`config.mk`:
```
export PLATFORM = sky130hd
export DESIGN_NAME = bcd_latch_scan
export DESIGN_NICKNAME = d
export VERILOG_FILES = /design/src/rtl/bls_pkg.sv /design/src/rtl/bls_seq.sv /design/src/rtl/bls_capture.sv /design/src/rtl/bls_nib_sel.sv /design/src/rtl/bcd_latch_scan.sv
export SDC_FILE = /design/constraint.sdc
export NUM_CORES = 1
export LEC_CHECK = 0
export ABC_AREA = 1
export BUFFER_PORTS_ARGS = -buffer_cell sky130_fd_sc_hd__buf_2
export CAP_MARGIN = 40
export CORE_MARGIN = 5
export CORE_UTILIZATION = 48
export DETAILED_ROUTE_END_ITERATION = 10
export GPL_ROUTABILITY_DRIVEN = 0
export PLACE_DENSITY = 0.75
export SLEW_MARGIN = 0
export SYNTH_ARGS = -nofsm -noshare
export SYNTH_HDL_FRONTEND = slang
export SYNTH_SLANG_ARGS = --single-unit
```
`constraint.sdc`:
```
create_clock -name clk_i -period 1.4 [get_ports clk_i]
set_clock_uncertainty 0.05 [all_clocks]
set_input_delay 0.07 -clock clk_i [delete_from_list [all_inputs] [get_ports clk_i]]
set_output_delay 0.07 -clock clk_i [all_outputs]
set_load 0.05 [all_outputs]
```
`src/rtl/bls_pkg.sv`:
```
package bls_pkg;
  localparam int unsigned DIGITS_DEF    = 4;
  localparam int unsigned NIB_W_DEF     = 4;
  localparam int unsigned SUB_TICKS_DEF = 4;
  localparam int unsigned STB_FIRST_DEF = 1;
  localparam int unsigned STB_LAST_DEF  = 2;
  localparam int unsigned GROUPS        = 2;
endpackage

```
`src/rtl/bls_seq.sv`:
```
module bls_seq #(
  parameter int unsigned DIGITS    = 4,
  parameter int unsigned SUB_TICKS = 4,
  localparam int unsigned DIG_W = (DIGITS > 1) ? $clog2(DIGITS) : 1,
  localparam int unsigned SUB_W = (SUB_TICKS > 1) ? $clog2(SUB_TICKS) : 1
) (
  input  logic             clk_i,
  input  logic             rst_ni,
  input  logic             en_i,
  input  logic             tick_i,
  output logic             active_o,
  output logic [DIG_W-1:0] dig_o,
  output logic [SUB_W-1:0] sub_o,
  output logic             load_o,
  output logic             done_o
);
  localparam logic [DIG_W-1:0] DIG_LAST = DIG_W'(DIGITS - 1);
  localparam logic [SUB_W-1:0] SUB_LAST = SUB_W'(SUB_TICKS - 1);

  logic             active_q, done_q;
  logic [DIG_W-1:0] dig_q;
  logic [SUB_W-1:0] sub_q;
  logic             wrap;

  assign wrap   = active_q && tick_i && (sub_q == SUB_LAST) && (dig_q == DIG_LAST);
  assign load_o = en_i && (!active_q || wrap);

  always_ff @(posedge clk_i or negedge rst_ni) begin
    if (!rst_ni) begin
      active_q <= 1'b0;
      dig_q    <= '0;
      sub_q    <= '0;
      done_q   <= 1'b0;
    end else if (!en_i) begin
      active_q <= 1'b0;
      dig_q    <= '0;
      sub_q    <= '0;
      done_q   <= 1'b0;
    end else if (!active_q) begin
      active_q <= 1'b1;
      dig_q    <= '0;
      sub_q    <= '0;
      done_q   <= 1'b0;
    end else begin
      done_q <= wrap;
      if (tick_i) begin
        if (sub_q == SUB_LAST) begin
          sub_q <= '0;
          dig_q <= (dig_q == DIG_LAST) ? '0 : dig_q + 1'b1;
        end else begin
          sub_q <= sub_q + 1'b1;
        end
      end
    end
  end

  assign active_o = active_q;
  assign dig_o    = dig_q;
  assign sub_o    = sub_q;
  assign done_o   = done_q;


  done_single_chk: assert property (@(posedge clk_i) disable iff (!rst_ni)
    done_q |=> !done_q);

  idle_reset_chk: assert property (@(posedge clk_i) disable iff (!rst_ni)
    !en_i |=> (!active_q && dig_q == '0 && sub_q == '0));

  sub_step_chk: assert property (@(posedge clk_i) disable iff (!rst_ni)
    (en_i && active_q && tick_i && sub_q != SUB_LAST) |=> (sub_q == $past(sub_q) + 1'b1));

  wrap_chk: assert property (@(posedge clk_i) disable iff (!rst_ni)
    (en_i && wrap) |=> (active_q && dig_q == '0 && sub_q == '0));
endmodule

```
`src/rtl/bls_capture.sv`:
```
module bls_capture #(
  parameter int unsigned WORD_W = 16
) (
  input  logic              clk_i,
  input  logic              rst_ni,
  input  logic              load_i,
  input  logic              active_i,
  input  logic              dual_i,
  input  logic [WORD_W-1:0] word_a_i,
  input  logic [WORD_W-1:0] word_b_i,
  output logic              dual_o,
  output logic [WORD_W-1:0] word_a_o,
  output logic [WORD_W-1:0] word_b_o
);
  always_ff @(posedge clk_i or negedge rst_ni) begin
    if (!rst_ni) begin
      dual_o   <= 1'b0;
      word_a_o <= '0;
      word_b_o <= '0;
    end else if (load_i) begin
      dual_o   <= dual_i;
      word_a_o <= word_a_i;
      word_b_o <= word_b_i;
    end
  end


  hold_words_chk: assert property (@(posedge clk_i) disable iff (!rst_ni)
    (active_i && !load_i) |=> ($stable(word_a_o) && $stable(word_b_o) && $stable(dual_o)));
endmodule

```
`src/rtl/bls_nib_sel.sv`:
```
module bls_nib_sel #(
  parameter int unsigned DIGITS = 4,
  parameter int unsigned NIB_W  = 4,
  localparam int unsigned WORD_W = DIGITS * NIB_W,
  localparam int unsigned DIG_W  = (DIGITS > 1) ? $clog2(DIGITS) : 1
) (
  input  logic [WORD_W-1:0] word_i,
  input  logic [DIG_W-1:0]  dig_i,
  input  logic              en_i,
  output logic [NIB_W-1:0]  nib_o
);
  always_comb begin
    nib_o = '0;
    if (en_i) begin
      for (int k = 0; k < DIGITS; k++) begin
        if (dig_i == DIG_W'(k)) nib_o = word_i[k*NIB_W +: NIB_W];
      end
    end
  end
endmodule

```
`src/rtl/bcd_latch_scan.sv`:
```
module bcd_latch_scan
  import bls_pkg::*;
#(
  parameter int unsigned DIGITS    = DIGITS_DEF,
  parameter int unsigned NIB_W     = NIB_W_DEF,
  parameter int unsigned SUB_TICKS = SUB_TICKS_DEF,
  parameter int unsigned STB_FIRST = STB_FIRST_DEF,
  parameter int unsigned STB_LAST  = STB_LAST_DEF,
  localparam int unsigned WORD_W = DIGITS * NIB_W,
  localparam int unsigned DIG_W  = (DIGITS > 1) ? $clog2(DIGITS) : 1,
  localparam int unsigned SUB_W  = (SUB_TICKS > 1) ? $clog2(SUB_TICKS) : 1
) (
  input  logic              clk_i,
  input  logic              rst_ni,
  input  logic              en_i,
  input  logic              dual_i,
  input  logic [1:0]        pol_i,
  input  logic              tick_i,
  input  logic [WORD_W-1:0] word_a_i,
  input  logic [WORD_W-1:0] word_b_i,
  output logic [NIB_W-1:0]  data_a_o,
  output logic [NIB_W-1:0]  data_b_o,
  output logic [DIGITS-1:0] strobe_o,
  output logic              done_o
);
  logic             active, load, dual_q;
  logic [DIG_W-1:0] dig;
  logic [SUB_W-1:0] sub;
  logic [WORD_W-1:0] word_q [GROUPS];
  logic [NIB_W-1:0]  nib    [GROUPS];
  logic [GROUPS-1:0] grp_en;
  logic [DIGITS-1:0] stb_raw;
  logic              stb_win;

  bls_seq #(.DIGITS(DIGITS), .SUB_TICKS(SUB_TICKS)) i_seq (
    .clk_i, .rst_ni, .en_i, .tick_i,
    .active_o(active), .dig_o(dig), .sub_o(sub), .load_o(load), .done_o(done_o)
  );

  bls_capture #(.WORD_W(WORD_W)) i_cap (
    .clk_i, .rst_ni,
    .load_i(load), .active_i(active), .dual_i, .word_a_i, .word_b_i,
    .dual_o(dual_q), .word_a_o(word_q[0]), .word_b_o(word_q[1])
  );

  assign grp_en[0] = active;
  assign grp_en[1] = active && dual_q;

  for (genvar g = 0; g < GROUPS; g++) begin : g_grp
    bls_nib_sel #(.DIGITS(DIGITS), .NIB_W(NIB_W)) i_sel (
      .word_i(word_q[g]), .dig_i(dig), .en_i(grp_en[g]), .nib_o(nib[g])
    );
  end

  // strobe only inside the middle slots of a step, cut at once on enable loss
  assign stb_win = active && en_i &&
                   (sub >= SUB_W'(STB_FIRST)) && (sub <= SUB_W'(STB_LAST));

  for (genvar k = 0; k < DIGITS; k++) begin : g_stb
    assign stb_raw[k] = stb_win && (dig == DIG_W'(k));
  end

  assign data_a_o = nib[0] ^ {NIB_W{pol_i[0]}};
  assign data_b_o = nib[1] ^ {NIB_W{pol_i[0]}};
  assign strobe_o = stb_raw ^ {DIGITS{pol_i[1]}};


  stb_onehot_chk: assert property (@(posedge clk_i) disable iff (!rst_ni)
    $onehot0(strobe_o ^ {DIGITS{pol_i[1]}}));

  stb_idle_chk: assert property (@(posedge clk_i) disable iff (!rst_ni)
    !en_i |-> (strobe_o == {DIGITS{pol_i[1]}}));

  single_b_chk: assert property (@(posedge clk_i) disable iff (!rst_ni)
    !dual_q |-> (data_b_o == {NIB_W{pol_i[0]}}));
endmodule

```
==> PnR_summary.wiki, run 1 <==
{| class="wikitable"
! Metric !! Value
|-
| Data arrival time of the critical path || around 1900 ps
|-
| Most area-consuming cells after synthesis || dfrtp_1, nand2_1, nand3_1, ha_1, inv_1
|-
| Initial cell density of the core || 49.91%
|-
| Launching instance or port of the critical path || i_seq.dig_o[1]
|-
| Setup repair after global routing missed its margin || true
|-
| PwrDens || 814.6 mW/mm^2
|-
| Result of the run || complete, but fails checks
|-
| Net switching fraction of the power || 33.75%
|-
| Synthesis Warnings || 0
|-
| Height of the die || 77.75 microns
|-
| Cell seen most often among critical-path stages || nand2_2
|-
| P&R area growth vs syn || 75.58%
|-
| Detail Route Antenna Nets || 0
|-
| Highest clock frequency the design can meet || approximately 490 MHz
|-
| GRT met1 Usage || 32.07%
|-
| Total clock sinks || 39
|-
| I/O pins || 52
|-
| Maximum level of the CTS H-tree || 2
|-
| Grt met3 use || 4.977%
|-
| Max cap viols || 0
|-
| Final Total Pwr || 3.151 mW
|-
| TritonCTS clock tree || yes
|-
| Number of standard-cell rows in the floorplan || 24
|-
| Vias || 2,662
|-
| Internal || ~2.1 mW
|-
| Average wire length per cell after detail routing || about 19 microns
|-
| Max Root-Sink Buffers || 2
|-
| Die footprint || 0.006045 sq mm
|-
| Count of different cell masters after synthesis || 21
|-
| Core area || ~0.0044 sq mm
|-
| Required time of the critical path || 1280 ps
|-
| Share of synthesized registers carrying an async set or reset || 100.0%
|-
| Clock period minus final worst setup slack || slightly above 2000 ps
|-
| Worst-case register-to-register setup slack || -420 ps
|-
| Vias in the first global route || around 2,600
|-
| Max-slew violation count || 0
|-
| Number of flops mapped to enable cells by yosys || 0
|-
| Starting DRT DRC Count || 263
|-
| Root Driver || clkbuf_8
|-
| Average size of a mapped cell || 7.296 sq um
|-
| Proportion of power drawn by flip-flops and latches || 42.9%
|-
| GR Overflow Total || 0
|-
| Busiest grt layer || met2
|-
| Layout cells sized above 1 || between 40% and 50%
|-
| Post-Syn Nets || approximately 350
|-
| Number of cells traversed by the worst register-to-register path || 8
|-
| Endpoint of the most critical register-to-register path || i_cap.word_b_o[5]
|-
| Worst voltage drop across the vdd grid || 0.6338 mV
|-
| Termination of the worst setup path || data_a_o[3]
|-
| Sequential cell area fraction in the yosys report || 44.29%
|-
| Final Hold Vio Count || 0
|-
| Fill count || 195
|-
| M2 GR Usage || 44.66%
|-
| Router iterations before antenna repair || 5
|-
| Leading area contributor after synthesis || dfrtp_1
|-
| Initial antenna violation count || 0
|-
| Rel. slew slack || 62.42%
|-
| Net switching power of the design || about 1.1 mW
|-
| Gate power share || 29.9%
|-
| Port bufs || 51
|-
| Number of DRC violations after detailed routing || 0
|-
| Cell-by-cell listing of the critical path || inv_2 > ha_4 > buf_12 > inv_12 > nand2_2 > nand3_2 > nand2_2 > nand2_2 > nand2_2 > nand2_4 > buf_8
|-
| Leakage power || 1.919 nW
|-
| Part of the power in the clock network || 27.2%
|-
| Worst setup EP type || primary output
|-
| Largest fanout of any net on the critical path || 8
|-
| Die boundary width || 77.75 microns
|-
| Count of inserted antenna diode cells || 0
|-
| Flip-flop and latch count after synthesis || 39
|-
| Number of vias per cell || 5.725
|-
| Pin count of the biggest net entering global routing || 40
|-
| Mapped Area || ~0.0022 sq mm
|-
| Cell at the slowest stage of the critical path || dfrtp_2
|-
| Top cell types by occurrence after synthesis || nand2_1, nand3_1, dfrtp_1
|-
| Final worst-path setup slack || -642.3 ps
|-
| Clock transition at path regs || roughly 80 ps
|-
| Area share of the largest cell type after synthesis || between 40% and 50%
|-
| Failing checks || setup timing
|-
| Num CTS Buffers || 5
|-
| Worst Hold Margin || 65.50 ps
|-
| Setup violators final || 46
|-
| Actual slew at the worst max-slew pin || between 500 and 600 ps
|-
| Max incr delay on CP || 450 ps
|-
| Instance count of the mapped netlist || 302
|-
| Period utilization || 145.9%
|-
| Worst R2R Start || i_seq.dig_o[0]
|-
| GRT Resource Usage Total || 25.78%
|-
| Sort of element at the start of the critical path || flop
|-
| Worst Setup Path Type || reg -> out
|-
| Wire length reported by the detailed router || 8904 microns
|-
| Most frequent cell after synthesis || nand2_1
|-
| Worst-Skew Late Latency || 300 ps
|-
| Predominant post-synthesis flop cell || dfrtp_1
|-
| First-pass GRT wire length || 12,520 microns
|-
| HPWL Detailed || 4068 microns
|-
| # nets final || 458
|-
| Min-delay worst type || in -> reg
|}
-- kinds of logic after synthesis --
logic type / Yosys count / synth area share [%]
buffers and inverters: 36 / 7.893
flip-flops: 39 / 44.29
adder cells (fa/ha/maj): 7 / 3.975
AND/OR/NAND/NOR: 201 / 38.22
XOR/XNOR: 4 / 1.590
AO/OA/AOI/OAI: 15 / 4.032
-- critical path: cells and delay by family, from the launching register on --
family        cells  cell delay (ps)
simple gates      6              500
buf+inv           4              480
flops             1              450
fa+ha+maj         1              190
-- layout by cell type (no fill, tap or decap), types with 2 or more instances in the layout --
cell type       n
a21oi_1         3
a21oi_2         6
buf_12          2
buf_2          39
buf_4          18
buf_6           9
buf_8          12
clkbuf_8        7
dfrtp_1        37
dfrtp_2         2
dlygate4sd3_1  34
ha_2            3
ha_4            3
inv_1          15
inv_2           2
nand2_1        69
nand2_2        43
nand2_4        19
nand2_8         4
nand3_1        34
nand3_2        14
nor2_1         15
nor2_2          2
o21ai_0         4
xor2_4          4
-- timing repair --
| action | in CTS | in global routing |
|---|---|---|
| gates cloned | 3 | 1 |
| setup buffers | 5 | 0 |
| hold buffers | 34 | 0 |
| hold endpoints to repair | 72 | 0 |
| gates resized for setup | 104 | 49 |
| endpoints found under the setup margin | 45 | 48 |
| pin swaps | 19 | 14 |
-- worst min path at each step --
stage / start / end / slack (ps) / depth (start not counted)
floorplan: rst_ni / i_cap.dual_o / -280 / 0
global placement: rst_ni / i_cap.word_a_o[14] / 100 / 2
detailed placement: rst_ni / i_cap.word_a_o[14] / 100 / 2
CTS: tick_i / i_seq.sub_o[1] / 60 / 4
global route: tick_i / i_seq.sub_o[1] / 90 / 4
finish: tick_i / i_seq.sub_o[1] / 70 / 4
-- power by group through the flow --
stage          clock [mW]  sequential, mW  combinational [mW]
2_1_floorplan           0            1.32               0.434
4_1_cts             0.831            1.33               0.834
6_report            0.858            1.35               0.941
5_1_grt             0.920            1.36                1.00
3_3_place_gp            0            1.34               0.592
3_5_place_dp            0            1.34               0.604
-- layout make-up --
class                   count  area [sq um]  share of cell area [%]
multi-input cells         230          1605                   41.49
repair buffers            115          1017                   26.29
flip-flops and latches     39         978.4                   25.29
inverters                  21         102.6                   2.652
clock buffers               8         100.1                   2.587
well taps                  52         65.06                   1.682
-- per-layer routing --
layer | vias to the layer above | part of all wire, %
met5 | - | 0
met1 | 1244 | 36
met2 | 187 | 50
met3 | 60 | 8.6
li1 | 1171 | -
met4 | 0 | 5.3
-- through the flow --
stage | instance area, sq um | worst slack (ps) | instances | setup TNS [ps] | util (%)
after floorplan | 2367 | -18.12 | 302 | -72.49 | -
after global placement | 2776 | -315.1 | 414 | -10850 | 62.90
after detailed placement | 2776 | -347.5 | 414 | -11950 | 62.90
after CTS | 3680 | -456.1 | 464 | -14410 | 83.36
after global routing | 3869 | -741.4 | 465 | -21180 | 87.64
final | 3869 | -642.3 | 465 | -18980 | 87.64
-- registers in the layout, summed over array words and instances (netlist names) --
signal,cells
i_cap.dual_o,1
i_seq.active_o,1
i_seq.dig_o,2
i_seq.sub_o,2
i_seq.done_o,1
i_cap.word_b_o,16
i_cap.word_a_o,16
Note: power is estimated with default switching activity, not from simulation.
==> run 2, diff against run 1 <==
--- a/config.mk
+++ b/config.mk
@@ -9,10 +9,10 @@
 export BUFFER_PORTS_ARGS = -buffer_cell sky130_fd_sc_hd__buf_2
 export CAP_MARGIN = 40
 export CORE_MARGIN = 5
-export CORE_UTILIZATION = 48
+export CORE_UTILIZATION = 45
 export DETAILED_ROUTE_END_ITERATION = 10
 export GPL_ROUTABILITY_DRIVEN = 0
-export PLACE_DENSITY = 0.75
+export PLACE_DENSITY = 0.71
 export SLEW_MARGIN = 0
 export SYNTH_ARGS = -nofsm -noshare
 export SYNTH_HDL_FRONTEND = slang
==> run 2 against run 1 <==
The flow still finishes with violations (setup timing). Fmax grew 0.98%. Utilization decreased by 3.6 points. Register-to-register slack hardly changed. Global-route usage is 2.8 points lower. Sequential power hardly changed. Final cell count grew 5.6%. Sequential cell count unchanged. Hold slack worse by 14 ps. Clock power increased by 18%. Largest cell class unchanged. Largest power group unchanged.
==> PnR_summary.wiki, run 2 (same netlist as run 1, synthesis figures left out) <==
{| class="wikitable"
! Metric !! Value
|-
| Required time of the critical path || 1280 ps (about the same)
|-
| Combined buffer and inverter count along the critical path || 4 (unchanged)
|-
| Cell at the slowest stage of the critical path || dfrtp_1 (was dfrtp_2)
|-
| Post-route insts no fill || 491 (was 465)
|-
| Initial cell density of the core || 46.65% (was 49.91%)
|-
| Die boundary width || 79.98 microns (was 77.75 microns)
|-
| GR Overflow Total || 0 (unchanged)
|-
| Initial antenna violation count || 0 (unchanged)
|-
| Starting DRT DRC Count || 255 (was 263)
|-
| Max-slew violation count || 0 (unchanged)
|-
| Period utilization || 144.5% (was 145.9%)
|-
| Num CTS Buffers || 5 (unchanged)
|-
| Core area || 0.004723 sq mm (was 0.004414 sq mm)
|-
| Final Hold Vio Count || 0 (unchanged)
|-
| Layout cells sized above 1 || 46.70% (was 47.94%)
|-
| Vias || 2,650 (was 2,662)
|-
| Worst-Skew Late Latency || 300 ps (about the same)
|-
| Commonest cells after routing, fill and taps aside || nand2_1, nand2_2, nand3_1 (was nand2_1, nand2_2, buf_2)
|-
| Setup repair after global routing missed its margin || true (unchanged)
|-
| Sort of element at the start of the critical path || flop (unchanged)
|-
| Place WS || -371.7 ps (was -347.5 ps)
|-
| Largest fanout of any net on the critical path || 8 (unchanged)
|-
| Number of cells in the design after placement || 429 (was 414)
|-
| Critical path's top delay family || simple AND/OR/NAND/NOR gates (unchanged)
|-
| Seq. cell area || 977.2 sq um (was 978.4 sq um)
|-
| Failing checks || setup timing (unchanged)
|-
| Worst setup EP type || primary output (unchanged)
|-
| Max cap viols || 0 (unchanged)
|-
| Final worst-path setup slack || -622.6 ps (was -642.3 ps)
|-
| Actual slew at the worst max-slew pin || 595.3 ps (was 563.7 ps)
|-
| Die footprint || 0.006396 sq mm (was 0.006045 sq mm)
|-
| Router iterations before antenna repair || 5 (unchanged)
|-
| Vias in the first global route || 2,477 (was 2,618)
|-
| Max Root-Sink Buffers || 2 (unchanged)
|-
| HPWL Detailed || 4082 microns (was 4068 microns)
|-
| Cell seen most often among critical-path stages || nand2_1 (was nand2_2)
|-
| GRT Resource Usage Total || 22.94% (was 25.78%)
|-
| Biggest registers after layout || i_cap.word_a_o: 16 flops, i_cap.word_b_o: 16 flops (unchanged)
|-
| Result of the run || complete, but fails checks (unchanged)
|-
| Total area of multi-input combinational cells || 0.001531 sq mm (was 0.001605 sq mm)
|-
| Number of DRC violations after detailed routing || 0 (unchanged)
|-
| Count of inserted antenna diode cells || 0 (unchanged)
|-
| # nets final || 469 (was 458)
|-
| Setup violators final || 45 (was 46)
|-
| Leakage power || 1.974 nW (was 1.919 nW)
|-
| Clock period minus final worst setup slack || 2023 ps (was 2042 ps)
|-
| Cell-by-cell listing of the critical path || inv_2 > ha_4 > buf_12 > inv_6 > nand2_1 > nand3_1 > nand2_1 > nand2_1 > nand2_1 > nand2_4 > buf_8 (was inv_2 > ha_4 > buf_12 > inv_12 > nand2_2 > nand3_2 > nand2_2 > nand2_2 > nand2_2 > nand2_4 > buf_8)
|-
| Detail Route Antenna Nets || 0 (unchanged)
|-
| PwrDens || 833.2 mW/mm^2 (was 814.6 mW/mm^2)
|-
| Worst Setup Path Type || reg -> out (unchanged)
|-
| Worst voltage drop across the vdd grid || 0.6680 mV (was 0.6338 mV)
|-
| Pin count of the biggest net entering global routing || 40 (unchanged)
|-
| Data arrival time of the critical path || 1900 ps (was 1920 ps)
|-
| First-pass GRT wire length || 11,350 microns (was 12,520 microns)
|-
| Root Driver || clkbuf_8 (unchanged)
|-
| Setup TNS || -18,580 ps (was -18,980 ps)
|-
| Total clock sinks || 39 (unchanged)
|-
| Number of standard-cell rows in the floorplan || 25 (was 24)
|-
| Wire length reported by the detailed router || 8579 microns (was 8904 microns)
|-
| TritonCTS clock tree || yes (unchanged)
|-
| Height of the die || 79.98 microns (was 77.75 microns)
|-
| Fill count || 258 (was 195)
|-
| Port bufs || 51 (unchanged)
|-
| Maximum level of the CTS H-tree || 2 (unchanged)
|-
| Final Total Pwr || 3.307 mW (was 3.151 mW)
|-
| I/O pins || 52 (unchanged)
|-
| Clock transition at path regs || 80 ps (about the same)
|-
| Number of vias per cell || 5.397 (was 5.725)
|-
| Rel. slew slack || 60.31% (was 62.42%)
|-
| Average wire length per cell after detail routing || 17.47 microns (was 19.15 microns)
|-
| Min-delay worst type || in -> reg (unchanged)
|-
| Highest clock frequency the design can meet || 494.4 MHz (was 489.6 MHz)
|-
| Commonest non-fill, non-tap cell in the layout || nand2_1 (unchanged)
|-
| P&R area growth vs syn || 80.13% (was 75.58%)
|-
| Worst Hold Margin || 51.33 ps (was 65.50 ps)
|-
| Max incr delay on CP || 420 ps (was 450 ps)
|}
[run 2: cell count changes in the layout (fill, tap and decap cells not counted), sizes merged]
cell / change
buf: +8
bufinv: +1
inv: +1
nand2: +1
[run 2: area by class of cell]
cell class	instances	share of cell area, %
well taps	67	2.112
flip-flops and latches	39	24.62
multi-input cells	231	38.59
repair buffers	125	29.48
clock inverters	2	0.8827
clock buffers	6	2.081
inverters	21	2.238
[run 2: tightest hold or removal path: stages]
cell      delay, ps
buf_2            80
inv_2            70
nor2_1           90
a211oi_1         50
[run 2: report_power, final]
part / internal [mW] / leakage (nW) / switching, mW
clock: 0.577 / 0.0612 / 0.430
combinational: 0.411 / 1.43 / 0.529
sequential: 1.25 / 0.487 / 0.111
total: 2.24 / 1.97 / 1.07
[run 2: repair_timing]
item                                    in CTS  in global routing
resized for setup                           62                 64
hold endpoints to repair                    72                  0
pin swaps                                   11                 27
setup buffers                                6                  7
endpoints found under the setup margin      46                 47
gates cloned                                 2                  6
hold buffers                                34                  0
[run 2: per-stage QoR]
step,instance area [sq um],utilization (%)
floorplan,2367,-
global placement,2795,59.18
detailed placement,2795,59.18
CTS,3565,75.47
global route,3969,84.03
finish,3969,84.03
[run 2: final timing paths]
check,startpoint,endpoint,slack [ps],cells past startpoint
min reg2reg,i_cap.dual_o,i_cap.dual_o,440,2
max,i_seq.dig_o[1],data_a_o[0],-620,11
min,tick_i,i_seq.sub_o[1],50,4
min in group asynchronous,rst_ni,i_cap.word_a_o[10],310,3
max reg2reg,i_seq.dig_o[1],i_cap.word_b_o[4],-430,10
max in group asynchronous,rst_ni,i_seq.dig_o[0],590,3
[run 2: routing by layer]
metal,vias up,track usage [%],part of all wire [%],routed length (microns)
met4,0,9.291,3.5,304
met2,150,37.58,49,4200
met3,34,5.530,8.5,725
li1,1198,-,-,-
met1,1268,28.89,39,3349
met5,-,0,0,0
==> run 3, diff against run 2 <==
--- a/config.mk
+++ b/config.mk
@@ -5,14 +5,14 @@
 export SDC_FILE = /design/constraint.sdc
 export NUM_CORES = 1
 export LEC_CHECK = 0
-export ABC_AREA = 1
+export ABC_CLOCK_PERIOD_IN_PS = 1400
 export BUFFER_PORTS_ARGS = -buffer_cell sky130_fd_sc_hd__buf_2
 export CAP_MARGIN = 40
 export CORE_MARGIN = 5
 export CORE_UTILIZATION = 45
 export DETAILED_ROUTE_END_ITERATION = 10
 export GPL_ROUTABILITY_DRIVEN = 0
-export PLACE_DENSITY = 0.71
+export PLACE_DENSITY = 0.73
 export SLEW_MARGIN = 0
 export SYNTH_ARGS = -nofsm -noshare
 export SYNTH_HDL_FRONTEND = slang
==> run 3 against run 2 <==
The run still ends with setup timing left. Global-route usage decreased by 0.88 points. Via count shrank 37%. Setup slack worse by 170 ps. Utilization increased by 2.8 points. Final area decreased by 11%. Sequential power barely moved. Clock power down 25%. Routed wire length decreased by 28%. Combinational power is 3.3% lower. Critical path depth shrank 4. Hold slack better by 20 ps. Largest cell class unchanged. Highest routed layer unchanged.
==> PnR_summary.wiki, run 3 <==
{| class="wikitable"
! Metric !! Value
|-
| Starting DRT DRC Count || 94 (was 255)
|-
| I/O pins || 52 (unchanged)
|-
| Root Driver || clkbuf_8 (unchanged)
|-
| Most frequent cell after synthesis || dfrtp_1 (was nand2_1)
|-
| Pin count of the biggest net entering global routing || 22 (was 40)
|-
| GR Overflow Total || 0 (unchanged)
|-
| Mapped Area || 0.001939 sq mm (was 0.002203 sq mm)
|-
| Worst voltage drop across the vdd grid || 0.7224 mV (was 0.6680 mV)
|-
| Min-delay worst type || in -> reg (unchanged)
|-
| Required time of the critical path || 1280 ps (about the same)
|-
| Predominant post-synthesis flop cell || dfrtp_1 (unchanged)
|-
| Top cell types by occurrence after synthesis || dfrtp_1, mux2_2, nand2_1 (was nand2_1, nand3_1, dfrtp_1)
|-
| Number of cells in the design after placement || 262 (was 429)
|-
| Setup violators final || 45 (unchanged)
|-
| Wire length reported by the detailed router || 6196 microns (was 8579 microns)
|-
| Setup repair after global routing missed its margin || true (unchanged)
|-
| Clock transition at path regs || 80 ps (about the same)
|-
| Core area || 0.004086 sq mm (was 0.004723 sq mm)
|-
| Sequential cell area fraction in the yosys report || 50.32% (was 44.29%)
|-
| Number of DRC violations after detailed routing || 0 (unchanged)
|-
| Detail Route Antenna Nets || 0 (unchanged)
|-
| Leakage power || 1.538 nW (was 1.974 nW)
|-
| Number of standard-cell rows in the floorplan || 23 (was 25)
|-
| Height of the die || 75.65 microns (was 79.98 microns)
|-
| HPWL Detailed || 3657 microns (was 4082 microns)
|-
| TritonCTS clock tree || yes (unchanged)
|-
| Biggest registers after layout || i_cap.word_a_o: 16 flops, i_cap.word_b_o: 16 flops (unchanged)
|-
| Worst-Skew Late Latency || 300 ps (about the same)
|-
| Leading area contributor after synthesis || dfrtp_1 (unchanged)
|-
| Max cap viols || 0 (unchanged)
|-
| Flip-flop and latch count after synthesis || 39 (unchanged)
|-
| First-pass GRT wire length || 9142 microns (was 11,350 microns)
|-
| Worst setup EP type || primary output (unchanged)
|-
| Layout cells sized above 1 || 61.68% (was 46.70%)
|-
| Highest clock frequency the design can meet || 457.1 MHz (was 494.4 MHz)
|-
| Total non-filler cell area in the finished layout || 0.003548 sq mm (was 0.003969 sq mm)
|-
| Vias in the first global route || 1,865 (was 2,477)
|-
| # nets final || 319 (was 469)
|-
| Worst Hold Margin || 71.52 ps (was 51.33 ps)
|-
| Rel. slew slack || 67.85% (was 60.31%)
|-
| Number of vias per cell || 5.191 (was 5.397)
|-
| Average size of a mapped cell || 12.59 sq um (was 7.296 sq um)
|-
| Place WS || -658.8 ps (was -371.7 ps)
|-
| Worst Setup Path Type || reg -> out (unchanged)
|-
| Max-slew violation count || 0 (unchanged)
|-
| Count of different cell masters after synthesis || 29 (was 21)
|-
| Maximum level of the CTS H-tree || 2 (unchanged)
|-
| Area share of the largest cell type after synthesis || 50.32% (was 44.29%)
|-
| Router iterations before antenna repair || 4 (was 5)
|-
| Average wire length per cell after detail routing || 19.12 microns (was 17.47 microns)
|-
| Die boundary width || 75.65 microns (was 79.98 microns)
|-
| Synthesis Warnings || 0 (unchanged)
|-
| Actual slew at the worst max-slew pin || 482.3 ps (was 595.3 ps)
|-
| Result of the run || complete, but fails checks (unchanged)
|-
| Max Root-Sink Buffers || 2 (unchanged)
|-
| Post-route insts no fill || 324 (was 491)
|-
| Data arrival time of the critical path || 2070 ps (was 1900 ps)
|-
| Area after detailed placement || 0.002626 sq mm (was 0.002795 sq mm)
|-
| Initial cell density of the core || 47.46% (was 46.65%)
|-
| Largest fanout of any net on the critical path || 7 (was 8)
|-
| Initial antenna violation count || 0 (unchanged)
|-
| Vias || 1,682 (was 2,650)
|-
| Die footprint || 0.005723 sq mm (was 0.006396 sq mm)
|-
| Commonest cells after routing, fill and taps aside || dfrtp_1, buf_2, dlygate4sd3_1 (was nand2_1, nand2_2, nand3_1)
|-
| Port bufs || 51 (unchanged)
|-
| Final Hold Vio Count || 0 (unchanged)
|-
| Final worst-path setup slack || -787.9 ps (was -622.6 ps)
|-
| Share of synthesized registers carrying an async set or reset || 100.0% (unchanged)
|-
| Num CTS Buffers || 5 (unchanged)
|-
| Count of inserted antenna diode cells || 0 (unchanged)
|-
| Instance count of the mapped netlist || 154 (was 302)
|-
| Period utilization || 156.3% (was 144.5%)
|-
| PwrDens || 862.2 mW/mm^2 (was 833.2 mW/mm^2)
|-
| Number of flops mapped to enable cells by yosys || 0 (unchanged)
|-
| Sort of element at the start of the critical path || flop (unchanged)
|-
| Failing checks || setup timing (unchanged)
|-
| Total clock sinks || 39 (unchanged)
|-
| P&R area growth vs syn || 82.97% (was 80.13%)
|-
| Setup TNS || -24,990 ps (was -18,580 ps)
|-
| GRT Resource Usage Total || 22.06% (was 22.94%)
|-
| Most area-consuming cells after synthesis || dfrtp_1, mux2_2, ha_1, xor2_1, a221oi_1 (was dfrtp_1, nand2_1, nand3_1, ha_1, inv_1)
|-
| Post-Syn Nets || 200 (was 348)
|-
| Clock period minus final worst setup slack || 2188 ps (was 2023 ps)
|}
-- run 3: changes by cell type after synthesis, sizes merged, moves of 4 or more --
cell | before | now
a21oi | 9 | 1
a221oi | 0 | 8
inv | 21 | 6
mux2 | 0 | 32
nand2 | 132 | 9
nand3 | 49 | 2
nor2 | 17 | 8
o21ai | 5 | 1
o221ai | 0 | 4
xnor2 | 0 | 6
xor2 | 4 | 8
-- run 3: metrics by stage --
step / utilization (%) / power [mW]
floorplan: - / 1.831
global placement: 64.27 / 2.021
detailed placement: 64.27 / 2.053
CTS: 83.96 / 3.030
global route: 86.83 / 3.187
finish: 86.83 / 3.059
-- run 3: layer usage --
metal	part of all wire, %	global-route usage, %	vias to the layer above
met3	4.3	5.013	9
met4	1.4	7.184	0
li1	-	-	778
met2	55	40.46	49
met1	39	25.28	846
met5	0	0	-
-- run 3: cells by family (layout without fill, tap and decap cells) --
kind of cell | count (synthesis) | after routing | share of synthesized area (%)
AO/OA/AOI/OAI | 19 | 19 | 8.967
multiplexers | 33 | 33 | 19.10
AND/OR/NAND/NOR | 27 | 27 | 6.452
buffers and inverters | 15 | 135 | 4.323
XOR/XNOR | 14 | 14 | 6.323
flip-flops | 39 | 39 | 50.32
adder cells (fa/ha/maj) | 7 | 7 | 4.516
-- run 3: timing repair --
action                                 4_1_cts  5_1_grt
cloned                                       1        0
pin swaps                                   23       13
endpoints found under the hold margin       52        0
resized for setup                           53       15
setup endpoints to repair                   45       45
hold buffers                                35        0
buffers inserted                            13        5
-- run 3: area by class of cell --
class | count | area, sq um
fill | 186 | 538.0
inverter | 6 | 26.28
clock inverter | 2 | 12.51
tap | 50 | 62.56
multi-input combinational | 100 | 1343
clock buffer | 6 | 72.57
timing repair buffer | 121 | 1056
sequential | 39 | 975.9
-- run 3: path summary, 6_finish.rpt --
kind / to / cells after the start / slack [ps] / startpoint
setup / recovery: data_a_o[3] / 7 / -790 / i_seq.dig_o[0]
hold / removal: i_seq.sub_o[0] / 3 / 70 / tick_i
setup reg to reg: i_cap.word_a_o[15] / 8 / -540 / i_seq.dig_o[0]
hold reg to reg: i_cap.word_a_o[10] / 1 / 460 / i_cap.word_a_o[10]
max in group asynchronous: i_seq.sub_o[1] / 3 / 610 / rst_ni
min in group asynchronous: i_cap.word_b_o[2] / 2 / 210 / rst_ni
-- run 3: critical path, stage by stage (launching register included) --
cell and delay (ps):
dfrtp_1 420, buf_4 160, ha_4 170, nand2b_2 250, o221ai_1 320, nor2_2 120
xor2_4 170, buf_6 160
-- run 3: power breakdown --
group,internal [mW],switching (mW),leakage [nW]
clock network,0.348,0.414,0.0412
logic,0.480,0.429,1.03
registers,1.27,0.119,0.468
total,2.10,0.962,1.54
